`config.mk`:
```
export PLATFORM = sky130hd
export DESIGN_NAME = i2c_host_regs
export DESIGN_NICKNAME = d
export VERILOG_FILES = /design/src/rtl/i2c_host_regs.sv
export SDC_FILE = /design/constraint.sdc
export NUM_CORES = 1
export LEC_CHECK = 0
export CAP_MARGIN = 15
export CELL_PAD_IN_SITES_DETAIL_PLACEMENT = 1
export CELL_PAD_IN_SITES_GLOBAL_PLACEMENT = 1
export CORE_AREA = 3 3 78 58
export CTS_CLUSTER_SIZE = 16
export DETAILED_ROUTE_END_ITERATION = 10
export DIE_AREA = 0 0 81 61
export PLACE_DENSITY_LB_ADDON = 0.1
export SLEW_MARGIN = 20
export SYNTH_ARGS = -nofsm -noshare
export SYNTH_HDL_FRONTEND = slang
export SYNTH_SLANG_ARGS = --single-unit
```
`constraint.sdc`:
```
create_clock -name clk -period 1.27 [get_ports clk]
set_clock_uncertainty 0.05 [all_clocks]
set_input_delay 0.254 -clock clk [delete_from_list [all_inputs] [get_ports clk]]
set_output_delay 0.254 -clock clk [all_outputs]
set_load 0.005 [all_outputs]
```
`src/rtl/i2c_host_regs.sv`:
```
module i2c_host_regs (
  input  logic       clk,
  input  logic       rst_n,
  input  logic [1:0] addr,
  input  logic       wr_en,
  input  logic       rd_en,
  input  logic [7:0] wdata,
  output logic [7:0] rdata,
  output logic       irq,
  output logic       scl_hold,
  input  logic       buf_mode,
  input  logic       eng_irq_req,
  input  logic       eng_stop_seen,
  input  logic       eng_rx_valid,
  input  logic       eng_own_addr,
  input  logic       eng_arb_lost,
  input  logic [7:0] eng_arb_code,
  input  logic [7:0] eng_byte
);

  localparam logic [1:0] A_STAT = 2'd0;
  localparam logic [1:0] A_DATA = 2'd1;
  localparam logic [1:0] A_CTRL = 2'd3;

  logic [7:0] data_q, stat_q;
  logic       ack_en, ser_en, start_q, stop_q, flag_q, mode_q;

  wire wr_data  = wr_en && addr == A_DATA;
  wire wr_ctrl  = wr_en && addr == A_CTRL;
  wire eng_load = eng_own_addr || eng_rx_valid || (eng_arb_lost && !buf_mode);

  wire [7:0] ctrl_rd = {ack_en, ser_en, start_q, stop_q, flag_q, 2'b00, mode_q};

  always_ff @(posedge clk) begin
    if (!rst_n)        data_q <= '0;
    else if (eng_load) data_q <= eng_byte;
    else if (wr_data)  data_q <= wdata;
  end

  always_ff @(posedge clk) begin
    if (!rst_n)            stat_q <= '0;
    else if (eng_arb_lost) stat_q <= eng_arb_code;
  end

  always_ff @(posedge clk) begin
    if (!rst_n) begin
      ack_en  <= 1'b0;
      ser_en  <= 1'b0;
      start_q <= 1'b0;
      stop_q  <= 1'b0;
      mode_q  <= 1'b0;
    end else begin
      if (wr_ctrl) begin
        ack_en  <= wdata[7];
        ser_en  <= wdata[6];
        start_q <= wdata[5];
        mode_q  <= wdata[0];
      end
      if (eng_stop_seen) stop_q <= 1'b0;
      else if (wr_ctrl)  stop_q <= wdata[4];
    end
  end

  always_ff @(posedge clk) begin
    if (!rst_n)           flag_q <= 1'b0;
    else if (eng_irq_req) flag_q <= 1'b1;
    else if (wr_ctrl)     flag_q <= 1'b0;
  end

  assign irq      = flag_q;
  assign scl_hold = flag_q;

  always_comb begin
    rdata = '0;
    if (rd_en) begin
      case (addr)
        A_STAT:  rdata = stat_q;
        A_DATA:  rdata = data_q;
        A_CTRL:  rdata = ctrl_rd;
        default: rdata = '0;
      endcase
    end
  end

  p_req_sets_flag_r4: assert property (@(posedge clk) disable iff (!rst_n)
    eng_irq_req |=> (irq && scl_hold));

  p_hold_until_ack_r4: assert property (@(posedge clk) disable iff (!rst_n)
    (scl_hold && !(wr_en && addr == A_CTRL)) |=> scl_hold);

  p_ack_clears_r5: assert property (@(posedge clk) disable iff (!rst_n)
    (wr_en && addr == A_CTRL && !eng_irq_req) |=> (!irq && !scl_hold));

  p_stop_clears_r6: assert property (@(posedge clk) disable iff (!rst_n)
    eng_stop_seen |=> !stop_q);

  p_buf_keeps_data_r9: assert property (@(posedge clk) disable iff (!rst_n)
    (eng_arb_lost && buf_mode && !eng_rx_valid && !eng_own_addr &&
     !(wr_en && addr == A_DATA)) |=> $stable(data_q));

  p_unused_bits_r3: assert property (@(posedge clk) disable iff (!rst_n)
    (rd_en && addr == A_CTRL) |-> rdata[2:1] == 2'b00);

  p_idle_read_r10: assert property (@(posedge clk) disable iff (!rst_n)
    !rd_en |-> rdata == 8'h00);

endmodule

```
# After elaboration in Yosys (flattened, before gate mapping)
# Index checks and enable logic that the tools add are counted.
[classes]
n_eq_ne = 2
n_mux = 6
n_bitwise = 1
reduce_logical = 10
[op_table]
columns = ["cell", "n"]
rows = [
  ["8-bit two-way mux", 3],
  ["8-bit one-hot mux with 3 select lines", 1],
  ["2-bit nonzero test", 2],
  ["1-bit logical AND", 3],
  ["2-bit by 1-bit equality test with 1-bit output, second input constant", 1],
  ["2-bit equality test, second input constant", 1],
  ["2-bit zero test", 1],
  ["1-bit logical OR", 2],
  ["1-bit two-way mux", 2],
  ["2-bit OR reduction", 1],
  ["1-bit zero test", 1],
  ["1-bit inverter", 1],
]
[word_totals]
register_bits = 22
in_bits = 36
out_inout_bits = 10
wordCells = 27

# Depth between registers and ports, before layout
[logic_depth]
ltp_word = 4
depth_mapped = 6
mapped_depth_nobuf = 3

# Worst setup path before layout
# OpenSTA, ideal clock, no wires.
[synth_path]
path_type = "input to output"
startpoint = "in addr[1]"
endpoint = "out rdata[0]"
t_arrival_ps = 947
required_time_ps = 966
slack_ps = 19
path_stages = 5
n_path_buf = 2
cell_sequence = "buf_2 > and2_1 > buf_2 > o2bb2ai_1 > and2_1"
[synth_via]
elab_chain_len = 3
word_cells_on_any_way = 5
cone_classes = "2 x eq/ne; 2 x mux; 1 x reduce/logical"
[synth_rtl]
columns = ["element", "line_no", "source"]
rows = [
  ["start, declared", "4", "input logic [1:0] addr,"],
  ["2-bit equality test, or another cell as far along", "76", "case (addr)"],
  ["8-bit one-hot mux with 3 select lines (*)", "76", ""],
  ["8-bit two-way mux (*)", "75", "if (rd_en) begin"],
  ["end, declared", "8", "output logic [7:0] rdata,"],
]
# Mark *: on every way between the ends. The rest lies on a longest branch, timed or not.

# Worst setup path in the final report
[layout_path]
startpoint = "in addr[0]"
endpoint = "out rdata[3]"
# The elaborated chain is that of the path after synthesis.

==> flow_metrics.env <==
export IMPL_cts_max_path_buffers=2
export IMPL_die_area_um2=4940
export IMPL_initial_core_util_pct=29.1
export IMPL_fin_setup_tns_ns=-0.703
export IMPL_required_ns=0.97
export IMPL_clkTransAtPathRegs_ns=0.08
export IMPL_grt_pass1_vias=1246
export IMPL_fin_crit_sh_pct=112
export IMPL_max_slew_margin_pct=80.3
export IMPL_cts_sinks=22
export IMPL_startpoint_type="input pin"
export IMPL_fin_crit_ns=1.42
export IMPL_wl_met3_um=171
export IMPL_numCtsBuffers=3
export IMPL_htreeDepth=1
export IMPL_antenna_found_initial=0
export IMPL_met1Wirelength_um=1680
export IMPL_cp_depth=7
export IMPL_max_stage_delay_ns=0.20
export IMPL_drt_wl_total_um=3680
export IMPL_syn_inst=128
export IMPL_slew_viol_final=0
export IMPL_grt_max_degree=21
export IMPL_crit_fanout=8
export IMPL_grt_usage_pct=16.1
export IMPL_route_met2_wl_um=1810
export IMPL_tightestPinTransition_ns=0.295
export IMPL_path_cells="buf_8 > buf_8 > buf_6 > mux2i_2 > o2bb2ai_1 > and2_1 > buf_2"
export IMPL_hold_viol_final=0
export IMPL_top_layer="met4"
export IMPL_violations="setup timing"
export IMPL_cts_tree="yes"
export IMPL_drt_iter0_markers=40
export IMPL_mostFrequentLayoutCells="clkdlybuf4s50_1, nand2_1, mux2i_1, a21oi_1, dfxtp_1"
export IMPL_drtAntennaViolNets=0
export IMPL_cp_top_family="buffers and inverters"
export IMPL_setup_ws_ns=-0.152
export IMPL_pin_count=46
export IMPL_drcViolationCount=0
export IMPL_core_area_um2=3850
export IMPL_crit_buf_inv=4
export IMPL_total_power_w=0.00180
export IMPL_netlist_area_um2=1120
export IMPL_fmaxAchievable_mhz=703
export IMPL_hold_path_class="in2reg"
export IMPL_dp_slack_ns=-0.899
export IMPL_critPathCaptureType="output pin"
export IMPL_dr_pass1_iters=4
export IMPL_ys_ff_latch=22
export IMPL_antenna_cells=0
export IMPL_p_per_area_nw_per_um2=992
export IMPL_layout_commonest_cell="clkdlybuf4s50_1"
export IMPL_rsz0062_at_grt="yes"
export IMPL_wl_per_cell_um=15.5
export IMPL_ys_seq_area_share_pct=39.3
export IMPL_synth_distinct_cells=22
export IMPL_path_class="in2out"
export IMPL_hpwl_um=2880
export IMPL_syn2layout_area_growth_pct=61.9
export IMPL_rows=19
export IMPL_yosysWarnings=0
export IMPL_clockRootBuffer="clkbuf_8"
export IMPL_gp_routability_congestion=0.802
export IMPL_syn_nets=164
export IMPL_hold_path_cell_count=4
export IMPL_maxCapViolCount=0
export IMPL_grt_pass1_wl_um=5990
export IMPL_die_x_um=81
export IMPL_layout_drive_gt1_share_pct=28.5
export IMPL_finalSetupViolations=6
export IMPL_yosysTopAreaCellShare_pct=39.3
export IMPL_fillers=460
export IMPL_clk_latency_ns=0.26
export IMPL_regArea_um2=452
export IMPL_synthTopCellsByArea="dfxtp_1, mux2i_1, nand2_1, a21oi_1, a311oi_1"
export IMPL_multiInputGateArea_um2=629
export IMPL_die_y_um=61
export IMPL_max_vdd_ir_drop_mv=0.526
export IMPL_fin_hold_ws_ns=0.393
export IMPL_synth_area_per_cell_um2=8.76
export IMPL_r2r_cells=2
export IMPL_viasPerCell=4.72
export IMPL_grt_overflow=0
export IMPL_cpMostUsedCell="buf_8"
export IMPL_final_nets=223
export IMPL_cp_data_arrival_time_ns=1.12
export IMPL_leakage_nw=0.760
export IMPL_crit_path_top_delay_cell="mux2i_2"
export IMPL_io_buffers=45
export IMPL_status="finished, violations left"
export IMPL_synth_top_cell_by_area="dfxtp_1"
export IMPL_num_vias=1124
==> final timing paths <==
kind                   from   endpoint  slack [ns]
setup / recovery    addr[0]   rdata[3]       -0.15
hold reg to reg      mode_q     mode_q        0.42
setup reg to reg  data_q[3]  data_q[3]        0.45
hold / removal      addr[0]     mode_q        0.39
==> what timing repair did <==
item / in CTS / in global routing
cloned: 1 / 0
gates resized for setup: 68 / 4
setup buffers: 3 / 1
hold buffers: 0 / 0
pin swaps: 16 / 5
endpoints found under the setup margin: 24 / 10
==> metrics by stage <==
step / std cells / utilization (%) / cell area (µm²)
3_3_place_gp: 231 / 44.5 / 1720
2_1_floorplan: 128 / - / 1120
6_report: 238 / 47.1 / 1820
4_1_cts: 238 / 47.1 / 1810
5_1_grt: 238 / 47.1 / 1820
3_5_place_dp: 231 / 44.5 / 1720
==> flip-flops by register name, summed over array words and instances (netlist names) <==
register  flops
stat_q        8
mode_q        1
data_q        8
start_q       1
ser_en        1
ack_en        1
stop_q        1
irq           1
==> cell usage after synthesis, drive strengths merged <==
| cell type | count |
|---|---|
| mux2i | 17 |
| and2 | 8 |
| clkbuf | 3 |
| nor2 | 12 |
| dfxtp | 22 |
| nand2 | 20 |
| and3b | 1 |
| nand3 | 5 |
| buf | 8 |
| a311oi | 8 |
| a21oi | 13 |
| nand3b | 1 |
| nand2b | 2 |
| inv | 1 |
| o2bb2ai | 6 |
| nor3 | 1 |
==> metal layers <==
layer / global-route usage [%] / vias up
met5: 0 / -
met4: 2.89 / 0
met3: 3.86 / 2
met2: 29.1 / 28
met1: 19.9 / 527
li1: - / 567
==> worst register-to-register path, delay by kind of cell (launching register included) <==
kind               cells  cell delay, ns
DFF                    1            0.36
AOI/OAI and AO/OA      1            0.26
and+or+nand+nor        1            0.06
==> cells by family after synthesis <==
kind of cell	count (synthesis)	share of synthesized area, %
compound gates	27	17.3
buf+inv	12	6.92
flops	22	39.3
mux	17	15.2
simple gates	50	21.3
==> where the power goes <==
group | switching, W | internal, W | leakage, nW
combinational | 0.000151 | 0.000227 | 0.540
sequential | 0.0000276 | 0.000735 | 0.184
clock | 0.000240 | 0.000421 | 0.0357
==> area by class of cell <==
class / instances / share of cell area (%)
clock buffers: 3 / 2.27
clock inverters: 1 / 1.65
inverters: 1 / 0.207
multi-input cells: 94 / 34.7
flip-flops and latches: 22 / 24.9
well taps: 52 / 3.58
repair buffers: 65 / 32.7
No activity file was read; power rests on OpenSTA's default activity.
